<file path="src/rtl/subr_seq_pkg.sv">
package subr_seq_pkg;

  typedef enum logic [1:0] {
    ST_IDLE = 2'd0,
    ST_CONV = 2'd1,
    ST_DAV  = 2'd2
  } seq_state_t;

  localparam int unsigned NUM_STEPS = 4;

  // Cycle index (counted from the start edge) at which step k strobes.
  function automatic int unsigned strobe_at(input int unsigned k, input int unsigned step_clks);
    return (k + 1) * step_clks - 1;
  endfunction

  // Cycle index of the latch-update strobe: two settled cycles before dav.
  function automatic int unsigned latch_at(input int unsigned conv_clks);
    return conv_clks - 3;
  endfunction

  // Counter width able to hold the larger of two counts.
  function automatic int unsigned count_width(input int unsigned a, input int unsigned b);
    int unsigned m;
    m = (a > b) ? a : b;
    return $clog2(m + 1);
  endfunction

endpackage

</file>
<file path="src/rtl/start_edge.sv">
module start_edge (
  input  logic clk,
  input  logic rst_n,
  input  logic sig_in,
  output logic rise
);
  logic sig_q;

  always_ff @(posedge clk or negedge rst_n) begin
    if (!rst_n) sig_q <= 1'b0;
    else        sig_q <= sig_in;
  end

  assign rise = sig_in & ~sig_q;
endmodule

</file>
<file path="src/rtl/seq_ctrl.sv">
module seq_ctrl
  import subr_seq_pkg::*;
#(
  parameter int unsigned CONV_CLKS = 40,
  parameter int unsigned DAV_CLKS  = 10,
  parameter int unsigned CNT_W     = 6
) (
  input  logic             clk,
  input  logic             rst_n,
  input  logic             start_rise,
  output seq_state_t       state,
  output logic [CNT_W-1:0] cnt,
  output logic             conv_last,
  output logic             dav_last
);
  localparam logic [CNT_W-1:0] CONV_END = CNT_W'(CONV_CLKS - 1);
  localparam logic [CNT_W-1:0] DAV_END  = CNT_W'(DAV_CLKS - 1);

  assign conv_last = (state == ST_CONV) && (cnt == CONV_END);
  assign dav_last  = (state == ST_DAV)  && (cnt == DAV_END);

  always_ff @(posedge clk or negedge rst_n) begin
    if (!rst_n) begin
      state <= ST_IDLE;
      cnt   <= '0;
    end else begin
      unique case (state)
        ST_IDLE: begin
          cnt <= '0;
          if (start_rise) state <= ST_CONV;
        end
        ST_CONV: begin
          if (conv_last) begin
            state <= ST_DAV;
            cnt   <= '0;
          end else begin
            cnt <= cnt + 1'b1;
          end
        end
        ST_DAV: begin
          if (dav_last) begin
            state <= ST_IDLE;
            cnt   <= '0;
          end else begin
            cnt <= cnt + 1'b1;
          end
        end
        default: begin
          state <= ST_IDLE;
          cnt   <= '0;
        end
      endcase
    end
  end
endmodule

</file>
<file path="src/rtl/step_strobes.sv">
module step_strobes
  import subr_seq_pkg::*;
#(
  parameter int unsigned STEP_CLKS = 8,
  parameter int unsigned CONV_CLKS = 40,
  parameter int unsigned CNT_W     = 6
) (
  input  seq_state_t           state,
  input  logic [CNT_W-1:0]     cnt,
  output logic [NUM_STEPS-1:0] stb,
  output logic                 latch
);
  localparam logic [CNT_W-1:0] LATCH_IDX = CNT_W'(latch_at(CONV_CLKS));

  wire in_conv = (state == ST_CONV);

  for (genvar k = 0; k < NUM_STEPS; k++) begin : g_step
    localparam logic [CNT_W-1:0] STB_IDX = CNT_W'(strobe_at(k, STEP_CLKS));
    assign stb[k] = in_conv && (cnt == STB_IDX);
  end

  assign latch = in_conv && (cnt == LATCH_IDX);
endmodule

</file>
<file path="src/rtl/result_reg.sv">
module result_reg #(
  parameter int unsigned WIDTH = 12
) (
  input  logic             clk,
  input  logic             rst_n,
  input  logic             load,
  input  logic [WIDTH-1:0] code_in,
  input  logic             oor_in,
  output logic [WIDTH-1:0] data_q,
  output logic             oor_q
);
  always_ff @(posedge clk or negedge rst_n) begin
    if (!rst_n) begin
      data_q <= '0;
      oor_q  <= 1'b0;
    end else if (load) begin
      data_q <= code_in;
      oor_q  <= oor_in;
    end
  end
endmodule

</file>
<file path="src/rtl/subrange_seq.sv">
module subrange_seq
  import subr_seq_pkg::*;
#(
  parameter int unsigned WIDTH     = 12,
  parameter int unsigned STEP_CLKS = 8,
  parameter int unsigned CONV_CLKS = 40,
  parameter int unsigned DAV_CLKS  = 10
) (
  input  logic             clk,
  input  logic             rst_n,
  input  logic             start,
  input  logic [WIDTH-1:0] code_in,
  input  logic             oor_in,
  output logic             hold,
  output logic [3:0]       flash_stb,
  output logic             latch_upd,
  output logic             dav,
  output logic             busy,
  output logic [WIDTH-1:0] data_out,
  output logic             range_flag
);
  localparam int unsigned CNT_W = count_width(CONV_CLKS, DAV_CLKS);

  // Internal events, named for the checker.
  logic             start_rise;
  logic             conv_last;
  logic             dav_last;
  seq_state_t       state;
  logic [CNT_W-1:0] cnt;

  start_edge u_edge (
    .clk    (clk),
    .rst_n  (rst_n),
    .sig_in (start),
    .rise   (start_rise)
  );

  seq_ctrl #(
    .CONV_CLKS (CONV_CLKS),
    .DAV_CLKS  (DAV_CLKS),
    .CNT_W     (CNT_W)
  ) u_ctrl (
    .clk        (clk),
    .rst_n      (rst_n),
    .start_rise (start_rise),
    .state      (state),
    .cnt        (cnt),
    .conv_last  (conv_last),
    .dav_last   (dav_last)
  );

  step_strobes #(
    .STEP_CLKS (STEP_CLKS),
    .CONV_CLKS (CONV_CLKS),
    .CNT_W     (CNT_W)
  ) u_stb (
    .state (state),
    .cnt   (cnt),
    .stb   (flash_stb),
    .latch (latch_upd)
  );

  result_reg #(
    .WIDTH (WIDTH)
  ) u_res (
    .clk     (clk),
    .rst_n   (rst_n),
    .load    (latch_upd),
    .code_in (code_in),
    .oor_in  (oor_in),
    .data_q  (data_out),
    .oor_q   (range_flag)
  );

  assign busy = (state != ST_IDLE);
  assign hold = busy;
  assign dav  = (state == ST_DAV);
endmodule

</file>
<file path="config.mk">
export PLATFORM = sky130hd
export DESIGN_NAME = subrange_seq
export DESIGN_NICKNAME = d
export VERILOG_FILES = /design/src/rtl/subr_seq_pkg.sv /design/src/rtl/start_edge.sv /design/src/rtl/seq_ctrl.sv /design/src/rtl/step_strobes.sv /design/src/rtl/result_reg.sv /design/src/rtl/subrange_seq.sv
export SDC_FILE = /design/constraint.sdc
export NUM_CORES = 1
export LEC_CHECK = 0
export ABC_AREA = 0
export BUFFER_PORTS_ARGS = -buffer_cell sky130_fd_sc_hd__buf_2
export CAP_MARGIN = 30
export CORE_MARGIN = 2
export CORE_UTILIZATION = 25
export CTS_BUF_LIST = sky130_fd_sc_hd__clkbuf_4
export DETAILED_ROUTE_END_ITERATION = 8
export GPL_TIMING_DRIVEN = 0
export PLACE_DENSITY_LB_ADDON = 0.3
export REMOVE_ABC_BUFFERS = 1
export SLEW_MARGIN = 20
export SYNTH_ARGS = -nofsm -noshare
export SYNTH_HDL_FRONTEND = slang
export SYNTH_HIERARCHICAL = 1
export SYNTH_SLANG_ARGS = --single-unit
</file>
<file path="constraint.sdc">
create_clock -name clk -period 1.82 [get_ports clk]
set_input_delay 0.364 -clock clk [delete_from_list [all_inputs] [get_ports clk]]
set_output_delay 0.364 -clock clk [all_outputs]
set_load 0.05 [all_outputs]
</file>
## Word-level counts from Yosys, hierarchy flattened

Index checks and enable logic that the tools add are counted.

- Register bits after elaboration: 22
- Input port bits: 16
- Output and inout port bits: 21

- Reduce and logical (&&, ||, !) cells: 10
- Eq/ne operators: 12
- Muxes and demuxes: 7
- Add/subtract/negate cells: 1
- Bitwise gates (word level): 2

Operator list:

| operator | number |
|---|---|
| $eq A6 B4 Y1 const B | 2 |
| $eq A6 B5 Y1 const B | 2 |
| $eq A6 B6 Y1 const B | 2 |
| $mux W6 | 2 |
| $pmux W6 S2 | 1 |
| $logic_and A1 B1 Y1 | 7 |
| $add A6 B1 Y6 const B | 1 |
| $eq A6 B3 Y1 const B | 1 |
| $mux W2 | 3 |
| $pmux W2 S3 | 1 |
| $ne A2 B2 Y1 const B | 2 |
| $reduce_and A3 Y1 | 1 |
| $eq A2 B1 Y1 const B | 1 |
| $eq A2 B2 Y1 const B | 1 |
| $logic_not A2 Y1 | 1 |
| $ne A2 B1 Y1 const B | 1 |
| $reduce_bool A2 Y1 | 1 |
| $and A1 B1 Y1 | 1 |
| $not A1 Y1 | 1 |

## Logic depth before layout (Yosys ltp)

Gate-level depths: netlist of the first run.

- Depth in word-level cells: 4
- Mapped depth: 6

## Cells and area by module

The synthesis of the first run kept the hierarchy.

By module, submodules not included:

| module | area an instance (um^2) | cells an instance | instances | seq. area each (um^2) |
|---|---|---|---|---|
| result_reg | 520.5 | 27 | 1 | 325.3 |
| seq_ctrl | 476.7 | 43 | 1 | 200.2 |
| step_strobes | 76.3 | 11 | 1 | 0.0 |
| start_edge | 38.8 | 2 | 1 | 25.0 |
| subrange_seq | 20.0 | 3 | 1 | 0.0 |

## Least setup slack after synthesis of the first run

OpenSTA, ideal clock, no wires.

- Path type: register to output
- Start: reg u_ctrl.cnt[2]
- End: out flash_stb[0]
- Buffers on the path: 0
- Stages on the path, launching flop included: 3
- Path slack: -651 ps
- Arrival time: 2107 ps
- Path through: dfrtp_1 -> nand4b_1 -> nor4_1

- Longest elaborated chain between the ends: 2

Ends and longest elaborated chain:

| item | RTL line | text |
|---|---|---|
| start, declared | seq_ctrl.sv:12 | `output logic [CNT_W-1:0] cnt,` |
| start signal, assigned | seq_ctrl.sv:37 | `cnt <= cnt + 1'b1;` |
| start signal, assigned | seq_ctrl.sv:45 | `cnt <= cnt + 1'b1;` |
| $eq A6 B3 Y1 | step_strobes.sv:19 | `assign stb[k] = in_conv && (cnt == STB_IDX);` |
| $logic_and A1 B1 Y1 | step_strobes.sv:19 |  |
| end, declared | subrange_seq.sv:15 | `output logic [3:0] flash_stb,` |

No other way between the ends.

## Worst setup path after layout of the first run

- Start: reg u_ctrl.cnt[3]
- End: out latch_upd

- Longest elaborated chain between the ends: 2

Ends and longest elaborated chain:

| item | RTL line | text |
|---|---|---|
| $eq A6 B6 Y1 | step_strobes.sv:22 | `assign latch = in_conv && (cnt == LATCH_IDX);` |
| $logic_and A1 B1 Y1 | step_strobes.sv:22 |  |
| end, declared | subrange_seq.sv:16 | `output logic latch_upd,` |

No other way between the ends.

==> impl_metrics.json, run 1 <==
{
  "grt_pass1_wl_um": 4020,
  "drv_slew": 0,
  "fin_crit_ns": 2.00,
  "wire_per_inst_um": 14.3,
  "gp_congestion": 0.746,
  "cts.clk_slew.worst_paths_ns": 0.12,
  "wl_um": 2700,
  "fmax_mhz": 499,
  "cts_tree": "yes",
  "skew_ns": 0.00615,
  "worstPathArrival_ns": 1.64,
  "finalPower_mw": 1.07,
  "cts.sinks": 22,
  "fin_crit_sh": 1.10,
  "p_sw_uw": 389,
  "crit_path_end_kind": "primary output",
  "port_buffers": 36,
  "grt_usage": 0.101,
  "syn_area_per_cell_um2": 13.3,
  "rsz0062_at_grt": "yes",
  "peakVddDrop_v": 0.000399,
  "fin_tns_setup_ns": -1.99,
  "ctsHoldBuffers": 0,
  "grt_pass1_vias": 853,
  "setup_viol": 18,
  "drtPass1Iterations": 4,
  "seqPwrFrac": 0.523,
  "power.share.switching": 0.363,
  "row_count": 24,
  "path_class": "reg2out",
  "grt-ovfl-total": 0,
  "setup_slack_ns": -0.183,
  "hold_class": "in2async",
  "drt_first_iter_violations": 7,
  "powerDensity_nw_per_um2": 655,
  "dr_total_vias": 857,
  "tightest_slew_ns": 0.531,
  "core_area_um2": 4320,
  "drc": 0,
  "clockBufferDepth": 2,
  "routed_via_density": 4.53,
  "comb_power_share": 0.273,
  "p_leak_nw": 0.791,
  "clock_latency_ns": 0.30,
  "dieArea_um2": 5040,
  "antenna_cells": 0,
  "critPathMaxFanout": 2,
  "fin_util": 0.378,
  "internal_power_uw": 683,
  "placed_area_um2": 1350,
  "status": "finished, violations left",
  "fin_cells": 189,
  "worst-r2r-cell-count": 6,
  "fp.dieW_um": 71.0,
  "grt_max_degree": 23,
  "relSlewSlack": 0.646,
  "antenna_found_initial": 0,
  "hpwlAfterDp_um": 1690,
  "start_util": 0.259,
  "synthCells": 84,
  "finalHoldViolCount": 0,
  "die_y_um": 71.0,
  "cts_inserted_buffers": 3,
  "layout.nets": 160,
  "root_buffer": "clkbuf_4",
  "power.share.clock": 0.204,
  "maxCapViolations": 0,
  "yosysWarnings": 6,
  "cp.required_ns": 1.46,
  "startpoint_type": "flop",
  "io_pins": 37,
  "htree_levels": 1,
  "drive_above_1_share": 0.642,
  "final_area_um2": 1640,
  "synthesis.area_um2": 1120,
  "violations": "setup timing",
  "ant_nets": 0,
  "dp_cells": 170,
  "syn_to_final_growth_pct": 46.0
}
[per-stage QoR]
step | worst slack, ns | hold slack [ns]
after floorplan | -1.05 | 0.0684
after global placement | -1.05 | 0.355
after detailed placement | -0.726 | 0.371
after CTS | -0.301 | 0.0246
after global routing | -0.264 | 0.0325
final | -0.183 | 0.0249
[layout make-up]
| class | count | area [um^2] |
|---|---|---|
| fillers | 434 | 2690 |
| multi-input cells | 56 | 608 |
| flip-flops and latches | 22 | 558 |
| repair buffers | 52 | 368 |
| well taps | 52 | 65.1 |
| clock buffers | 3 | 22.5 |
| inverters | 4 | 15.0 |
[routing by layer]
metal | global-route usage | part of all wire | vias up
met4 | 0.0252 | 0.0019 | 0
met3 | 0.0185 | 0.040 | 2
met1 | 0.125 | 0.43 | 433
li1 | - | - | 406
met2 | 0.180 | 0.53 | 16
met5 | 0 | 0 | -
[cell usage in the layout (no fill, tap or decap), drive strengths merged, types with 2 or more instances in the layout]
cell type and instances:
nand4 2, mux2 13, xnor2 2, nand3 2, xor2 2, buf 52, o32a 2, clkbuf 3
nor2b 3, nor4 2, nor3 2, dfrtp 22, nor2 9, ha 5, inv 4
[flip-flops by register name, indices dropped and copies added (netlist names)]
| signal | count |
|---|---|
| u_ctrl/cnt | 6 |
| u_ctrl/state | 2 |
| u_edge/sig_q | 1 |
| u_res/data_q | 12 |
| u_res/oor_q | 1 |
[power by group through the flow]
| stage | Combinational (mW) | Clock, mW | Sequential [mW] |
|---|---|---|---|
| 5_1_grt | 0.318 | 0.258 | 0.566 |
| 2_1_floorplan | 0.199 | 0 | 0.547 |
| 3_3_place_gp | 0.266 | 0 | 0.558 |
| 3_5_place_dp | 0.279 | 0 | 0.558 |
| 6_report | 0.293 | 0.219 | 0.560 |
| 4_1_cts | 0.282 | 0.238 | 0.551 |
[repair_timing]
item	CTS	global route
setup buffers	7	8
pin swaps	1	5
hold endpoints to repair	0	0
endpoints found under the setup margin	18	18
resized for setup	14	19
cloned	1	0
[path summary, 6_finish.rpt]
check	start	to	slack, ns
worst max-delay path	u_ctrl/cnt[3]	latch_upd	-0.18
worst min-delay path	rst_n	u_ctrl/cnt[2]	0.02
worst max register to register	u_ctrl/cnt[3]	u_res/data_q[1]	-0.12
worst min register to register	u_res/data_q[3]	u_res/data_q[3]	0.52
max in group asynchronous	rst_n	u_ctrl/state[0]	1.41
min in group clk	start	u_edge/sig_q	0.18
[worst max-delay path: stages (launching register included)]
cell     delay [ns]
dfrtp_2        0.42
or4b_4         0.55
nor3_4         0.18
buf_6          0.19
Note: power is estimated with default switching activity, not from simulation.
==> inputs of run 2 (changes only) <==
--- a/config.mk
+++ b/config.mk
@@ -8,6 +8,8 @@
 export ABC_AREA = 0
 export BUFFER_PORTS_ARGS = -buffer_cell sky130_fd_sc_hd__buf_2
 export CAP_MARGIN = 30
+export CELL_PAD_IN_SITES_DETAIL_PLACEMENT = 0
+export CELL_PAD_IN_SITES_GLOBAL_PLACEMENT = 2
 export CORE_MARGIN = 2
 export CORE_UTILIZATION = 25
 export CTS_BUF_LIST = sky130_fd_sc_hd__clkbuf_4
==> impl_metrics.json, run 2 (synthesis results as in run 1) <==
{
  "rr_endpoint": "u_res/data_q[9]",
  "grt_usage": 0.102,
  "r2r_slack_ns": -0.17,
  "seqPwrFrac": 0.458,
  "antenna_found_initial": 0,
  "comb_power_share": 0.226,
  "dp_cells": 170,
  "powerDensity_nw_per_um2": 748,
  "fp.dieW_um": 71.0,
  "drc": 0,
  "layout.nets": 157,
  "grt_pass1_vias": 845,
  "final_common_cell": "buf_2",
  "setup_viol": 16,
  "whs_endpoint": "u_edge/sig_q",
  "maxCapViolations": 0,
  "finalHoldViolCount": 0,
  "hold_depth": 1,
  "port_buffers": 36,
  "relSlewSlack": 0.674,
  "fin_cells": 187,
  "grt_pass1_wl_um": 4090,
  "routed_via_density": 4.43,
  "grt_max_degree": 23,
  "post-place-ws_ns": -0.672,
  "final_area_um2": 1640,
  "hpwlAfterDp_um": 1620,
  "worstPathArrival_ns": 1.68,
  "drv_slew": 0,
  "fin_crit_ns": 2.05,
  "dieArea_um2": 5040,
  "violations": "setup timing",
  "tightest_slew_ns": 0.489,
  "finalPower_mw": 1.23,
  "p_sw_uw": 397,
  "status": "finished, violations left",
  "fmax_mhz": 488,
  "largest_register": "u_res/data_q",
  "root_buffer": "clkbuf_4",
  "largest_register_ff_count": 12,
  "drt_first_iter_violations": 20,
  "grt-ovfl-total": 0,
  "startpoint_type": "flop",
  "start_util": 0.259,
  "cts.clk_slew.worst_paths_ns": 0.14,
  "setup_slack_ns": -0.228,
  "skew_ns": 0.0126,
  "power.share.switching": 0.324,
  "power.share.clock": 0.316,
  "cts_inserted_buffers": 3,
  "cp.required_ns": 1.46,
  "die_y_um": 71.0,
  "row_count": 24,
  "worst-r2r-cell-count": 6,
  "top_regs": "u_res/data_q: 12 flops, u_ctrl/cnt: 6 flops, u_ctrl/state: 2 flops",
  "fin_tns_setup_ns": -2.30,
  "wl_um": 2430,
  "fin_crit_sh": 1.13,
  "gp_congestion": 0.743,
  "hp-start": "start",
  "fin_util": 0.379,
  "cts_tree": "yes",
  "drive_above_1_share": 0.637,
  "crit_path_end_kind": "primary output",
  "io_pins": 37,
  "clockBufferDepth": 2,
  "syn_to_final_growth_pct": 46.1,
  "worstReg2RegStart": "u_ctrl/cnt[4]",
  "placed_area_um2": 1350,
  "drtPass1Iterations": 2,
  "antenna_cells": 0,
  "p_leak_nw": 0.787,
  "critPathMaxFanout": 2,
  "dr_total_vias": 829,
  "layout_common_cells": "buf_2, dfrtp_1, mux2_4",
  "peakVddDrop_v": 0.000377,
  "hold_class": "in2reg",
  "core_area_um2": 4320,
  "wire_per_inst_um": 13.0,
  "clock_latency_ns": 0.32,
  "hold_slack_ns": 0.151,
  "rsz0062_at_grt": "yes",
  "ant_nets": 0,
  "htree_levels": 1,
  "internal_power_uw": 828,
  "cts.sinks": 22,
  "path_class": "reg2out"
}
run 2: critical path: stages (launching register included):
cell,delay [ns]
dfrtp_2,0.43
or4b_4,0.55
nor3_4,0.19
buf_6,0.19
run 2: power by group through the flow:
stage | clock network [mW] | registers, mW | logic [mW]
after floorplan | 0 | 0.547 | 0.199
after global placement | 0 | 0.559 | 0.265
after detailed placement | 0 | 0.559 | 0.273
after CTS | 0.396 | 0.554 | 0.279
after global routing | 0.430 | 0.570 | 0.306
final | 0.387 | 0.561 | 0.276
run 2: worst max-delay path by stage:
stage / startpoint / end / slack, ns
5_1_grt: u_ctrl/cnt[4] / latch_upd / -0.29
3_5_place_dp: u_ctrl/cnt[4] / latch_upd / -0.67
4_1_cts: u_ctrl/cnt[4] / latch_upd / -0.29
2_1_floorplan: u_ctrl/cnt[4] / u_res/data_q[11] / -1.05
3_3_place_gp: u_ctrl/cnt[4] / latch_upd / -1.01
6_report: u_ctrl/cnt[4] / latch_upd / -0.23
run 2: repair_timing:
action                                  CTS  global route
endpoints found under the setup margin   18            18
hold buffers                              0             1
endpoints found under the hold margin     0             1
cloned                                    1             0
pin swaps                                 2             5
gates resized for setup                  25             9
setup buffers                             7             5
run 2: metal layers:
metal  GRT usage  up-vias  wire [um]
met5           0        -          0
met4     0.00629        0          7
met3      0.0385        2        186
met2       0.158       28       1110
met1       0.143      403       1130
li1            -      396          -
run 2: area by class of cell:
class / count / area (um^2)
Timing Repair Buffer: 49 / 347
Inverter: 4 / 15.0
Tap cell: 52 / 65.1
Sequential cell: 22 / 559
Clock buffer: 3 / 22.5
Clock inverter: 1 / 30.0
Multi-Input combinational cell: 56 / 599
Fill cell: 438 / 2690
==> inputs of run 3 (changes only) <==
--- a/config.mk
+++ b/config.mk
@@ -5,7 +5,7 @@
 export SDC_FILE = /design/constraint.sdc
 export NUM_CORES = 1
 export LEC_CHECK = 0
-export ABC_AREA = 0
+export ABC_AREA = 1
 export BUFFER_PORTS_ARGS = -buffer_cell sky130_fd_sc_hd__buf_2
 export CAP_MARGIN = 30
 export CELL_PAD_IN_SITES_DETAIL_PLACEMENT = 0
==> impl_metrics.json, run 3 <==
{
  "status": "finished, violations left",
  "violations": "hold timing",
  "drv_slew": 0,
  "layout.nets": 206,
  "fin_cells": 236,
  "seqPwrFrac": 0.474,
  "top_regs": "u_res/data_q: 12 flops, u_ctrl/cnt: 6 flops, u_ctrl/state: 2 flops",
  "cpPeakStageDelay_ns": 0.47,
  "path_cells": "nor2_4, nand2_1, nor2_4, buf_6",
  "dieArea_um2": 4970,
  "tightest_slew_ns": 0.494,
  "dr_total_vias": 946,
  "yosysWarnings": 6,
  "startpoint_type": "flop",
  "power.share.clock": 0.187,
  "gp_congestion": 0.726,
  "crit_path_end_kind": "primary output",
  "path_class": "reg2out",
  "wire_per_inst_um": 10.1,
  "clockBufferDepth": 2,
  "internal_power_uw": 730,
  "rsz0062_at_grt": "no",
  "start_util": 0.257,
  "drc": 0,
  "cts.clk_slew.worst_paths_ns": 0.13,
  "synthCells": 142,
  "htree_levels": 1,
  "grt_usage": 0.104,
  "port_buffers": 36,
  "fin_util": 0.329,
  "cts_tree": "yes",
  "fin_crit_ns": 1.69,
  "antenna_cells": 0,
  "ant_nets": 0,
  "syn_area_per_cell_um2": 7.78,
  "finalHoldViolCount": 3,
  "grt_pass1_vias": 927,
  "powerDensity_nw_per_um2": 838,
  "root_buffer": "clkbuf_4",
  "worst_path_max_delay_cell": "dfrtp_2",
  "hold_slack_ns": -0.000706,
  "syn_to_final_growth_pct": 28.0,
  "worstReg2RegStart": "u_ctrl/state[1]",
  "grt_pass1_wl_um": 4130,
  "fp.dieW_um": 70.5,
  "rr_endpoint": "u_res/data_q[6]",
  "final_common_cell": "nand2_1",
  "worstPathArrival_ns": 1.33,
  "comb_power_share": 0.340,
  "row_count": 24,
  "synthesis.area_um2": 1100,
  "grt-ovfl-total": 0,
  "largest_register_ff_count": 12,
  "skew_ns": 0.0148,
  "cp_common_cell": "nor2_4",
  "cp.required_ns": 1.46,
  "drive_above_1_share": 0.315,
  "relSlewSlack": 0.671,
  "wl_um": 2370,
  "cp_num_buf_inv": 1,
  "p_leak_nw": 0.693,
  "hold_class": "in2async",
  "io_pins": 37,
  "worst-r2r-cell-count": 7,
  "p_sw_uw": 455,
  "post-place-ws_ns": -0.456,
  "drtPass1Iterations": 4,
  "cts_inserted_buffers": 3,
  "maxCapViolations": 0,
  "core_area_um2": 4290,
  "routed_via_density": 4.01,
  "crit_cells": 4,
  "dp_cells": 227,
  "setup_viol": 0,
  "hpwlAfterDp_um": 1790,
  "largest_register": "u_res/data_q",
  "clock_latency_ns": 0.30,
  "power.share.switching": 0.384,
  "path_delay_family": "flip-flops",
  "die_y_um": 70.5,
  "layout_common_cells": "nand2_1, buf_2, nor2_1",
  "peakVddDrop_v": 0.000374,
  "setup_slack_ns": 0.126,
  "fin_crit_sh": 0.931,
  "r2r_slack_ns": 0.38,
  "drt_first_iter_violations": 18,
  "grt_max_degree": 23,
  "cts.sinks": 22,
  "critPathMaxFanout": 5,
  "antenna_found_initial": 0,
  "fin_tns_setup_ns": 0,
  "fmax_mhz": 590
}
[run 3: worst max path at each step]
stage,end,slack [ns],startpoint
floorplan,u_res/data_q[0],-0.42,u_ctrl/state[0]
finish,latch_upd,0.13,u_ctrl/state[1]
global placement,latch_upd,-0.42,u_ctrl/state[0]
detailed placement,latch_upd,-0.46,u_ctrl/state[0]
global route,flash_stb[1],0.007,u_ctrl/state[1]
CTS,flash_stb[2],0.04,u_ctrl/cnt[4]
[run 3: timing repair]
action / in CTS / in global routing
endpoints found under the hold margin: 0 / 0
setup endpoints to repair: 14 / 5
pin swaps: 1 / 0
setup buffers: 1 / 4
resized for setup: 4 / 8
hold buffers: 0 / 0
[run 3: area by class of cell]
| type | count | area (um^2) |
|---|---|---|
| Clock buffer | 3 | 22.5 |
| Tap cell | 52 | 65.1 |
| Sequential cell | 22 | 558 |
| Multi-Input combinational cell | 101 | 475 |
| Fill cell | 488 | 2880 |
| Inverter | 16 | 60.1 |
| Clock inverter | 1 | 3.75 |
| Timing Repair Buffer | 41 | 229 |
[run 3: per-stage QoR]
stage | power [mW] | area [um^2]
CTS | 1.18 | 1370
detailed placement | 0.950 | 1320
global route | 1.28 | 1410
floorplan | 0.847 | 1080
finish | 1.19 | 1410
global placement | 0.940 | 1320
[run 3: metal layers]
metal | vias up | part of all wire | GRT usage
li1 | 503 | - | -
met1 | 412 | 0.46 | 0.135
met2 | 29 | 0.47 | 0.168
met3 | 2 | 0.058 | 0.0159
met4 | 0 | 0.010 | 0.0513
met5 | - | 0 | 0
[run 3: worst register-to-register path: stages (launching register included)]
cell and delay (ns):
dfrtp_2 0.47, nor2_4 0.13, nand2_1 0.09, nor2_4 0.16
buf_4 0.22, inv_2 0.14, nand2_1 0.08, nand2_1 0.05
[run 3: power groups by stage]
stage          Combinational [mW]  Clock (mW)  Sequential (mW)
6_report                    0.403       0.221            0.561
5_1_grt                     0.454       0.257            0.570
4_1_cts                     0.378       0.237            0.567
3_5_place_dp                0.375           0            0.575
3_3_place_gp                0.367           0            0.572
2_1_floorplan               0.286           0            0.561
